**config.mk**
```make
export PLATFORM = sky130hd
export DESIGN_NAME = usbdev_cmdstat
export DESIGN_NICKNAME = d
export VERILOG_FILES = /design/src/rtl/usbdev_cmdstat_pkg.sv /design/src/rtl/usbdev_csr_reg.sv /design/src/rtl/usbdev_token_ctl.sv /design/src/rtl/usbdev_cmdstat.sv
export SDC_FILE = /design/constraint.sdc
export NUM_CORES = 1
export LEC_CHECK = 0
export ABC_AREA = 1
export BUFFER_PORTS_ARGS = -buffer_cell sky130_fd_sc_hd__buf_2
export CORE_MARGIN = 1.5
export CORE_UTILIZATION = 38
export CTS_BUF_LIST = sky130_fd_sc_hd__clkbuf_16
export DETAILED_ROUTE_END_ITERATION = 7
export PLACE_DENSITY_LB_ADDON = 0.3
export SYNTH_ARGS = -nofsm -noshare
export SYNTH_HDL_FRONTEND = slang
export SYNTH_SLANG_ARGS = --single-unit
```
**constraint.sdc**
```tcl
create_clock -name clk -period 1.24 [get_ports clk]
set_input_delay 0.186 -clock clk [delete_from_list [all_inputs] [get_ports clk]]
set_output_delay 0.186 -clock clk [all_outputs]
set_load 0.05 [all_outputs]
```
**src/rtl/usbdev_cmdstat_pkg.sv**
```systemverilog
package usbdev_cmdstat_pkg;

  localparam int ADDR_W  = 7;
  localparam int DATA_W  = 32;
  localparam int N_CLASS = 4;
  localparam int CLS_W   = $clog2(N_CLASS);

  localparam int B_EN      = 7;
  localparam int B_SETUP   = 8;
  localparam int B_CLKKEEP = 9;
  localparam int B_RSVD    = 10;
  localparam int B_LPM     = 11;
  localparam int B_OPT     = 12;

  typedef enum logic [1:0] {
    TOK_SETUP = 2'd0,
    TOK_IN    = 2'd1,
    TOK_OUT   = 2'd2,
    TOK_LPM   = 2'd3
  } tok_kind_e;

  typedef struct packed {
    logic [N_CLASS-1:0] nak_irq;
    logic               lpm_ok;
    logic               clk_keep;
    logic               setup;
    logic               en;
    logic [ADDR_W-1:0]  addr;
  } csr_t;

  // class index: bulk OUT 0, bulk IN 1, control OUT 2, control IN 3
  function automatic logic [CLS_W-1:0] class_idx(input logic ctrl, input logic dir_in);
    return {ctrl, dir_in};
  endfunction

  function automatic logic irq_qual(input logic done, input logic nak, input logic opt);
    return done & (~nak | opt);
  endfunction

endpackage

```
**src/rtl/usbdev_csr_reg.sv**
```systemverilog
module usbdev_csr_reg
  import usbdev_cmdstat_pkg::*;
(
  input  logic              clk,
  input  logic              rst_n,
  input  logic              bus_reset,
  input  logic              reg_wr,
  input  logic [DATA_W-1:0] reg_wdata,
  input  logic              setup_ack,
  output csr_t              csr,
  output logic [DATA_W-1:0] rdata
);

  logic setup_clr;
  logic setup_next;

  assign setup_clr  = reg_wr & reg_wdata[B_SETUP];
  assign setup_next = setup_ack | (csr.setup & ~setup_clr);

  always_ff @(posedge clk) begin
    if (!rst_n) begin
      csr        <= '0;
      csr.lpm_ok <= 1'b1;
    end else begin
      if (reg_wr) begin
        csr.addr     <= reg_wdata[ADDR_W-1:0];
        csr.en       <= reg_wdata[B_EN];
        csr.clk_keep <= reg_wdata[B_CLKKEEP];
        csr.lpm_ok   <= reg_wdata[B_LPM];
        csr.nak_irq  <= reg_wdata[B_OPT +: N_CLASS];
      end
      if (bus_reset) csr.addr <= '0;
      csr.setup <= setup_next;
    end
  end

  always_comb begin
    rdata                    = '0;
    rdata[ADDR_W-1:0]        = csr.addr;
    rdata[B_EN]              = csr.en;
    rdata[B_SETUP]           = csr.setup;
    rdata[B_CLKKEEP]         = csr.clk_keep;
    rdata[B_LPM]             = csr.lpm_ok;
    rdata[B_OPT +: N_CLASS]  = csr.nak_irq;
  end

  p_setup_set_r5: assert property (@(posedge clk) disable iff (!rst_n)
    setup_ack |=> rdata[B_SETUP]);
  p_setup_keep_r5: assert property (@(posedge clk) disable iff (!rst_n)
    (!setup_ack && !setup_clr) |=> rdata[B_SETUP] == $past(rdata[B_SETUP]));
  p_set_wins_r6: assert property (@(posedge clk) disable iff (!rst_n)
    (setup_ack && setup_clr) |=> rdata[B_SETUP]);
  p_bus_reset_r3: assert property (@(posedge clk) disable iff (!rst_n)
    bus_reset |=> rdata[ADDR_W-1:0] == '0);
  p_ignore_r2: assert property (@(posedge clk) disable iff (!rst_n)
    (reg_wr && (reg_wdata[DATA_W-1:16] != '0 || reg_wdata[B_RSVD]))
      |=> (rdata[DATA_W-1:16] == '0 && !rdata[B_RSVD]));

endmodule

```
**src/rtl/usbdev_token_ctl.sv**
```systemverilog
module usbdev_token_ctl
  import usbdev_cmdstat_pkg::*;
(
  input  logic              clk,
  input  logic              rst_n,
  input  csr_t              csr,
  input  logic              tok_valid,
  input  logic [1:0]        tok_kind,
  input  logic [ADDR_W-1:0] tok_addr,
  input  logic              xfer_done,
  input  logic              xfer_dir_in,
  input  logic              xfer_ctrl,
  input  logic              xfer_nak,
  output logic              respond,
  output logic              force_nak,
  output logic              lpm_no_hs,
  output logic [N_CLASS-1:0] irq
);

  logic             addr_hit;
  logic             is_data_tok;
  logic [CLS_W-1:0] cls;

  assign addr_hit    = (tok_addr == csr.addr);
  assign respond     = tok_valid & csr.en & addr_hit;
  assign is_data_tok = (tok_kind == TOK_IN) | (tok_kind == TOK_OUT);
  assign force_nak   = respond & csr.setup & is_data_tok;
  assign lpm_no_hs   = respond & (tok_kind == TOK_LPM) & ~csr.lpm_ok;
  assign cls         = class_idx(xfer_ctrl, xfer_dir_in);

  for (genvar i = 0; i < N_CLASS; i++) begin : g_irq
    assign irq[i] = irq_qual(xfer_done && (cls == CLS_W'(i)), xfer_nak, csr.nak_irq[i]);
  end

  p_respond_r4: assert property (@(posedge clk) disable iff (!rst_n)
    respond |-> (tok_valid && csr.en));
  p_force_nak_r7: assert property (@(posedge clk) disable iff (!rst_n)
    force_nak |-> (respond && csr.setup && tok_kind != TOK_LPM));
  p_lpm_r8: assert property (@(posedge clk) disable iff (!rst_n)
    lpm_no_hs |-> (!csr.lpm_ok && tok_kind == TOK_LPM));
  p_irq_onehot_r9: assert property (@(posedge clk) disable iff (!rst_n)
    $onehot0(irq) && (irq != '0 -> xfer_done));
  p_irq_nak_r9: assert property (@(posedge clk) disable iff (!rst_n)
    (xfer_done && xfer_nak && !csr.nak_irq[cls]) |-> irq == '0);

endmodule

```
**src/rtl/usbdev_cmdstat.sv**
```systemverilog
module usbdev_cmdstat
  import usbdev_cmdstat_pkg::*;
(
  input  logic        clk,
  input  logic        rst_n,
  input  logic        bus_reset,
  input  logic        reg_wr,
  input  logic [31:0] reg_wdata,
  output logic [31:0] reg_rdata,
  input  logic        setup_ack,
  input  logic        tok_valid,
  input  logic [1:0]  tok_kind,
  input  logic [6:0]  tok_addr,
  input  logic        xfer_done,
  input  logic        xfer_dir_in,
  input  logic        xfer_ctrl,
  input  logic        xfer_nak,
  input  logic        clk_need,
  output logic        respond,
  output logic        force_nak,
  output logic        lpm_no_hs,
  output logic        irq_bulk_out,
  output logic        irq_bulk_in,
  output logic        irq_ctrl_out,
  output logic        irq_ctrl_in,
  output logic        clk_req
);

  csr_t               csr;
  logic [N_CLASS-1:0] irq;

  usbdev_csr_reg u_reg (
    .clk       (clk),
    .rst_n     (rst_n),
    .bus_reset (bus_reset),
    .reg_wr    (reg_wr),
    .reg_wdata (reg_wdata),
    .setup_ack (setup_ack),
    .csr       (csr),
    .rdata     (reg_rdata)
  );

  usbdev_token_ctl u_tok (
    .clk         (clk),
    .rst_n       (rst_n),
    .csr         (csr),
    .tok_valid   (tok_valid),
    .tok_kind    (tok_kind),
    .tok_addr    (tok_addr),
    .xfer_done   (xfer_done),
    .xfer_dir_in (xfer_dir_in),
    .xfer_ctrl   (xfer_ctrl),
    .xfer_nak    (xfer_nak),
    .respond     (respond),
    .force_nak   (force_nak),
    .lpm_no_hs   (lpm_no_hs),
    .irq         (irq)
  );

  assign irq_bulk_out = irq[0];
  assign irq_bulk_in  = irq[1];
  assign irq_ctrl_out = irq[2];
  assign irq_ctrl_in  = irq[3];
  assign clk_req      = csr.clk_keep | clk_need;

  p_clk_keep_r10: assert property (@(posedge clk) disable iff (!rst_n)
    reg_rdata[B_CLKKEEP] |-> clk_req);
  p_clk_follow_r10: assert property (@(posedge clk) disable iff (!rst_n)
    !reg_rdata[B_CLKKEEP] |-> (clk_req == clk_need));

endmodule

```
==> results.toml, run 1 <==
[critical_path]
critPathMaxFanout = 3
startpoint_type = "register"
crit_start = "u_reg.csr[0]"
worstPathRequired_ns = 1.05
crit_type = "reg -> out"
end_kind = "output pin"
crit_arrival_ns = 1.31
r2r_start = "u_reg.csr[2]"

[timing]
rsz0062_at_grt = "true"
finalClockSkew_ns = 0
period_share_pct = 121
period_minus_slack_ns = 1.50
hold_viol_final = 0
setup_ws_ns = -0.255
hold_slack_ns = 0.159
setup_viol = 3
fmax_ghz = 0.669
slew_violations = 0

[hold_path]
worstHoldStart = "reg_wdata[11]"
min_path_type = "in -> reg"

[global_route]
grt_pass1_vias = 846
track_usage_pct = 15.7
grt_pass1_wl_mm = 3.28
antenna_found_initial = 0
grt_overflow_total = 0
grt_start_max_net_pins = 20

[cts]
root_buffer = "clkbuf_16"
cts.sinks = 15
cts.clk_slew.worst_paths_ns = 0.05
numCtsBuffers = 3
cts_htree_levels = 1
clk_latency_ns = 0.24
cts_tree = "built"
cts_buffer_depth = 2

[synth]
synth_area_um2 = 937
synth_cell_types = 20
netlist_instances = 141
yosysWarnings = 0
avgSynthCellArea_um2 = 6.65
yosysSeqAreaShare_pct = 32.0
yosys_register_bits = 15

[floorplanning]
design.core.area_um2 = 2280
die-area_um2 = 2770
die_height_um = 52.7
placementRows = 17
dieWidth_um = 52.7
ios = 92
initial_utilization_pct = 41.2

[final_layout]
stdcell_area_um2 = 1440
layout-drive-gt1-share_pct = 53.7
nets = 259
area_growth_pct = 53.8
final_util_pct = 63.3
largestRegisters = "u_reg.csr: 15 flops"
n_antenna_cell = 0
final_common_cell = "buf_2"
layout_common_cells = "53 x buf_2, 25 x nand2_1, 17 x nor2_1, 17 x conb_1, 15 x inv_1"
largest-register = "u_reg.csr"
largest_reg_flops = 15

[power]
p_seq_share_pct = 32.4
clkPwrFrac_pct = 37.9
ir_drop_v = 0.000759
power_switching_uw = 567
p_per_area_nw_per_um2 = 1130
intPower_mw = 1.06
p_total_mw = 1.62
p_sw_share_pct = 34.9
p_leak_nw = 0.785
combPwrFrac_pct = 29.7

[drt]
routed-via-count = 993
dr.pass1.iters = 3
drtAntennaViolNets = 0
drt_iter0_drc = 4
drc = 0
drt-total-wl_mm = 2.11
post_drt_wl_per_cell_um = 9.03
routed_via_density = 4.26

[place]
portBuffers = 57
dp_slack_ns = -0.117
dpl-instance-area_um2 = 1290
place_congestion = 0.653
hpwl_mm = 1.73

[run]
maxCapViolations = 0

[outcome]
violations = "negative setup slack"
outcome = "complete, but fails checks"
## worst max-delay path, cell delays in order (launching register included)
cell,delay (ns)
dfxtp_4,0.35
inv_2,0.03
nand2_1,0.04
nand2_1,0.05
inv_1,0.05
nand2_1,0.05
nor2_2,0.12
nand2_4,0.10
nor2_4,0.11
buf_6,0.16
## layer usage
metal  vias to the layer above  share of wire (%)  global-route usage (%)
met3                         2                6.8                    3.71
li1                        523                  -                       -
met2                        46                 51                    27.5
met5                         -                  0                       0
met4                         0               0.57                    5.13
met1                       422                 41                    18.5
## power by group through the flow
| stage | sequential [mW] | clock, mW | combinational [mW] |
|---|---|---|---|
| floorplan | 0.629 | 0 | 0.296 |
| global placement | 0.531 | 0 | 0.461 |
| detailed placement | 0.533 | 0 | 0.468 |
| CTS | 0.524 | 0.627 | 0.473 |
| global route | 0.528 | 0.661 | 0.520 |
| finish | 0.525 | 0.615 | 0.482 |
## final cells by class
cell class              instances  area, um^2
clock inverters                 1        5.00
clock buffers                   3        75.1
repair buffers                 63         359
well taps                      28        35.0
flip-flops and latches         15         335
multi-input cells             100         542
inverters                      23        90.1
fillers                       225         835
## through the flow
step	std cells	TNS, ns
3_5_place_dp	228	-0.293
4_1_cts	233	-0.778
2_1_floorplan	157	-0.218
6_report	233	-0.690
5_1_grt	233	-0.942
3_3_place_gp	228	-0.272
## worst paths after layout
path,to,slack (ns),depth (start not counted)
max,force_nak,-0.26,9
min,u_reg.csr[10],0.16,3
max reg2reg,u_reg.csr[2],0.45,4
min reg2reg,u_reg.csr[10],0.47,2
## synth_stat cells (all sizes together)
master  instances  area, um^2
nand2          28         108
nor2           26         119
inv            23        86.3
buf            19         144
o21ai          18        93.8
dfxtp          15         300
a21oi           8        58.8
conb            1        3.75
ha              1        12.5
nand3           1        5.00
or2             1        6.26
## cell families (layout without fill, tap and decap cells)
family / Yosys count / count (layout) / share of synthesized area (%)
AND/OR/NAND/NOR: 56 / 56 / 25.4
flip-flops: 15 / 15 / 32.0
AO/OA/AOI/OAI: 26 / 26 / 16.3
adder cells (fa/ha/maj): 1 / 1 / 1.33
buffers and inverters: 42 / 90 / 24.6
other: 1 / 17 / 0.400
## repair_timing
item	4_1_cts	5_1_grt
setup endpoints to repair	7	8
gates resized for setup	12	10
pin swaps	1	0
endpoints found under the hold margin	0	0
setup buffers	1	0
hold buffers	0	0
Note: power is estimated with default switching activity, not from simulation.
==> run 2, diff against run 1 <==
--- a/config.mk
+++ b/config.mk
@@ -12,6 +12,7 @@
 export CTS_BUF_LIST = sky130_fd_sc_hd__clkbuf_16
 export DETAILED_ROUTE_END_ITERATION = 7
 export PLACE_DENSITY_LB_ADDON = 0.3
+export REMOVE_ABC_BUFFERS = 1
 export SYNTH_ARGS = -nofsm -noshare
 export SYNTH_HDL_FRONTEND = slang
 export SYNTH_SLANG_ARGS = --single-unit
==> run 2 against run 1 <==
  * Sequential power rose by 1%
  * Clock skew is the same
  * The flow still finishes with violations (negative setup slack)
  * Final area down 7.6%
  * Highest routed layer unchanged
  * Clock-buffer cell count unchanged
  * Largest power group unchanged
  * Sequential cell count unchanged
  * Setup slack gained 0.028 ns
  * Combinational power is 4.1% lower
  * Utilization fell by 4.8 points
  * Cell count down 0.43%
  * Largest cell class unchanged
==> results.toml, run 2 (same netlist as run 1, synthesis figures left out) <==
[critical_path]
end_kind = "output pin"
startpoint_type = "register"
crit_arrival_ns = 1.28
worstPathRequired_ns = 1.05
critPathMaxFanout = 4
crit_type = "reg -> out"

[cts]
cts.sinks = 15
clk_latency_ns = 0.24
root_buffer = "clkbuf_16"
cts_tree = "built"
cts_htree_levels = 1
post_cts_buffers = 0
postCtsHoldBufs = 0
cts_buffer_depth = 2
cts.clk_slew.worst_paths_ns = 0.05
numCtsBuffers = 3

[final_layout]
largestRegisters = "u_reg.csr: 15 flops"
fillers = 233
multi_input_area_um2 = 474
n_antenna_cell = 0
final_common_cell = "buf_2"
area_growth_pct = 42.1
layout_common_cells = "50 x buf_2, 26 x nand2_1, 21 x nor2_1"
final-seq-area_um2 = 305
nets = 258
stdcell_area_um2 = 1330
largest-register = "u_reg.csr"
largest_reg_flops = 15
layout-drive-gt1-share_pct = 42.6

[drt]
drt_iter0_drc = 8
drtAntennaViolNets = 0
routed_via_density = 4.30
post_drt_wl_per_cell_um = 9.17
drt-total-wl_mm = 2.13
routed-via-count = 998
drc = 0
dr.pass1.iters = 4

[timing]
period_minus_slack_ns = 1.47
rsz0062_at_grt = "true"
period_share_pct = 118
setup_viol = 3
setup_ws_ns = -0.227
fmax_ghz = 0.682
slew_violations = 0
finalClockSkew_ns = 0
hold_viol_final = 0

[power]
ir_drop_v = 0.000682
p_per_area_nw_per_um2 = 1200
p_leak_nw = 0.766

[floorplanning]
initial_utilization_pct = 41.2
die_height_um = 52.7
placementRows = 17
dieWidth_um = 52.7
die-area_um2 = 2770
ios = 92
design.core.area_um2 = 2280

[place]
dpl-instance-area_um2 = 1210
place_congestion = 0.689
dp_slack_ns = -0.0628
hpwl_mm = 1.73
portBuffers = 57

[global_route]
grt_overflow_total = 0
track_usage_pct = 16.0
grt_start_max_net_pins = 20
grt_pass1_wl_mm = 3.30
grt_pass1_vias = 829
antenna_found_initial = 0

[hold_path]
min_path_type = "in -> reg"

[run]
maxCapViolations = 0

[outcome]
violations = "negative setup slack"
outcome = "complete, but fails checks"
[run 2: cell count changes in the layout (fill, tap and decap cells not counted), moves of 3 or more]
cell,delta
o21ai_0,+4
nor2_2,+3
dfxtp_1,+8
inv_1,+5
buf_2,-3
dfxtp_4,-8
nor2_1,+4
nor2_4,-7
o21ai_2,-4
inv_2,-3
[run 2: repair_timing]
item                                    4_1_cts  5_1_grt
endpoints found under the setup margin        3        7
pin swaps                                     1        2
gates resized for setup                      10       11
[run 2: path summary, 6_finish.rpt]
| check | from | end | slack [ns] | cells past startpoint |
|---|---|---|---|---|
| worst max register to register | u_reg.csr[5] | u_reg.csr[5] | 0.52 | 3 |
| worst min-delay path | reg_wdata[11] | u_reg.csr[10] | 0.16 | 3 |
| worst min register to register | u_reg.csr[0] | u_reg.csr[0] | 0.47 | 2 |
| worst max-delay path | u_reg.csr[3] | force_nak | -0.23 | 7 |
[run 2: area by class of cell]
class | instances | share of cell area (%)
inverters | 23 | 6.48
clock inverters | 1 | 0.282
well taps | 28 | 2.63
clock buffers | 3 | 5.64
multi-input cells | 100 | 35.6
repair buffers | 62 | 26.4
flip-flops and latches | 15 | 22.9
[run 2: where the power goes]
group	leakage (nW)	internal, mW	switching (mW)
clock	0.0423	0.425	0.173
sequential	0.126	0.513	0.0181
combinational	0.598	0.115	0.347
[run 2: stage by stage]
| step | hold WS [ns] | util, % | power (mW) | std cells | TNS [ns] |
|---|---|---|---|---|---|
| 2_1_floorplan | 0.298 | - | 0.868 | 138 | -3.27 |
| 3_3_place_gp | 0.402 | 53.2 | 0.985 | 228 | -0.0503 |
| 3_5_place_dp | 0.414 | 53.2 | 0.996 | 228 | -0.128 |
| 4_1_cts | 0.169 | 57.8 | 1.60 | 232 | -0.714 |
| 5_1_grt | 0.179 | 58.5 | 1.68 | 232 | -0.954 |
| 6_report | 0.164 | 58.5 | 1.59 | 232 | -0.641 |
[run 2: routing by layer]
metal  routed length, um  vias up  global-route usage (%)
met2                1040       49                    30.2
met4                   8        0                    4.70
li1                    -      518                       -
met1                 893      429                    17.3
met5                   0        -                       0
met3                 187        2                    4.00
[run 2: critical path, cell delays in order (launching register included)]
cell and delay [ns]:
dfxtp_1 0.37, nor2_1 0.07, nor2_1 0.08, nand2_1 0.07, nor2_2 0.10, nand2_2 0.09
nor2_2 0.10, buf_6 0.16
==> run 3, diff against run 2 <==
==> constraint.sdc (replaced) <==
create_clock -name clk -period 1.8 [get_ports clk]
set_input_delay 0.27 -clock clk [delete_from_list [all_inputs] [get_ports clk]]
set_output_delay 0.27 -clock clk [all_outputs]
set_load 0.05 [all_outputs]
==> run 3 against run 2 <==
  * The run now ends clean
  * Non-clock buffer count down 5
  * Via count fell by 2.8%
  * Die area did not move
  * Register-to-register slack better by 0.63 ns
  * Clock power shrank 31%
  * Clock-buffer cell count is the same
  * Sequential share of layout area is 1.0 points higher
  * Cell count shrank 2.2%
  * Global-route usage fell by 0.48 points
  * Critical path type unchanged
  * Critical endpoint unchanged
  * Largest power group unchanged
  * Highest routed layer unchanged
==> results.toml, run 3 (same netlist as run 1, synthesis figures left out) <==
[outcome]
outcome = "complete, no violations"

[global_route]
track_usage_pct = 15.6
antenna_found_initial = 0
grt_pass1_wl_mm = 3.22
grt_overflow_total = 0
grt_start_max_net_pins = 20
grt_pass1_vias = 808

[place]
dp_slack_ns = 0.378
portBuffers = 57
dp_cells = 223
hpwl_mm = 1.67
dpl-instance-area_um2 = 1170
place_congestion = 0.694

[critical_path]
crit_top_cell = "nand2_1"
cpPeakStageDelay_ns = 0.35
startpoint_type = "register"
crit_buf_inv = 3
crit_type = "reg -> out"
worstPathRequired_ns = 1.53
end_kind = "output pin"
critPathSlowestCell = "dfxtp_1"
crit_arrival_ns = 1.36
crit_chain = "inv_1 -> nand2_1 -> nand2_1 -> inv_1 -> nand2_1 -> nor2_2 -> nand2_2 -> nor2_1 -> buf_2"
crit_start = "u_reg.csr[0]"
critPathMaxFanout = 3
rr_worst_depth = 2
critical-path-top-delay-family = "simple AND/OR/NAND/NOR gates"
cp_num_cells = 9
r2r_start = "u_reg.csr[7]"

[final_layout]
layout_common_cells = "57 x buf_2, 27 x nand2_1, 23 x nor2_1"
largestRegisters = "u_reg.csr: 15 flops"
multi_input_area_um2 = 467
final_common_cell = "buf_2"
final_util_pct = 55.0
layout-drive-gt1-share_pct = 37.7
stdcell_area_um2 = 1250
nets = 253
final-seq-area_um2 = 300
fillers = 236
instances_no_fill = 227
area_growth_pct = 33.6
largest_reg_flops = 15
n_antenna_cell = 0
largest-register = "u_reg.csr"

[power]
clkPwrFrac_pct = 38.0
ir_drop_v = 0.000388
intPower_uw = 716
p_seq_share_pct = 33.7
p_per_area_nw_per_um2 = 864
p_leak_nw = 0.740
power_switching_uw = 366
p_sw_share_pct = 33.8
combPwrFrac_pct = 28.2

[floorplanning]
initial_utilization_pct = 41.2
ios = 92
dieWidth_um = 52.7
placementRows = 17
die-area_um2 = 2770
die_height_um = 52.7
design.core.area_um2 = 2280

[timing]
hold_viol_final = 0
slew_violations = 0
period_share_pct = 90.5
period_minus_slack_ns = 1.63
finalClockSkew_ns = 0
fmax_ghz = 0.614
rsz0062_at_grt = "false"
tns_ns = 0
setup_viol = 0
setup_ws_ns = 0.171

[drt]
drc = 0
dr.pass1.iters = 4
routed-via-count = 970
post_drt_wl_per_cell_um = 8.84
drtAntennaViolNets = 0
routed_via_density = 4.27
drt-total-wl_mm = 2.01
drt_iter0_drc = 19

[hold_path]
min_path_type = "in -> reg"
worstHoldStart = "setup_ack"
hold_path_depth = 3

[cts]
clk_latency_ns = 0.24
post_cts_buffers = 0
numCtsBuffers = 3
post_cts_resize_count = 0
cts.sinks = 15
cts_htree_levels = 1
cts_buffer_depth = 2
root_buffer = "clkbuf_16"
cts.clk_slew.worst_paths_ns = 0.05
postCtsHoldBufs = 0
cts_tree = "built"

[run]
maxCapViolations = 0
[run 3: layer usage]
| layer | vias up | GRT usage [%] | share of wire [%] |
|---|---|---|---|
| met1 | 409 | 16.4 | 43 |
| li1 | 510 | - | - |
| met5 | - | 0 | 0 |
| met3 | 2 | 4.00 | 8.9 |
| met2 | 49 | 28.3 | 48 |
| met4 | 0 | 7.26 | 0.70 |
[run 3: layout make-up]
| type | count | share of cell area (%) |
|---|---|---|
| clock buffer | 3 | 5.99 |
| clock inverter | 1 | 0.300 |
| inverter | 23 | 6.89 |
| multi-input combinational | 100 | 37.3 |
| sequential | 15 | 24.0 |
| tap | 28 | 2.80 |
| timing repair buffer | 57 | 22.8 |
[run 3: final timing paths]
check | end | slack, ns
worst max-delay path | force_nak | 0.17
worst min register to register | u_reg.csr[10] | 0.48
worst max register to register | u_reg.csr[7] | 1.15
worst min-delay path | u_reg.csr[8] | 0.25
[run 3: through the flow]
| step | hold WS [ns] | total power [mW] |
|---|---|---|
| floorplan | 0.382 | 0.598 |
| detailed placement | 0.474 | 0.679 |
| global route | 0.258 | 1.14 |
| global placement | 0.461 | 0.672 |
| finish | 0.248 | 1.08 |
| CTS | 0.251 | 1.09 |
[run 3: power groups by stage]
stage | sequential (mW) | clock (mW) | combinational [mW]
3_3_place_gp | 0.370 | 0 | 0.302
2_1_floorplan | 0.437 | 0 | 0.161
6_report | 0.365 | 0.412 | 0.306
4_1_cts | 0.365 | 0.422 | 0.308
3_5_place_dp | 0.371 | 0 | 0.307
5_1_grt | 0.367 | 0.445 | 0.329
[run 3: worst min-delay path: cells and delay by family]
family | cells | cell delay, ns
compound gates | 1 | 0.03
buf+inv | 1 | 0.08
simple gates | 1 | 0.07
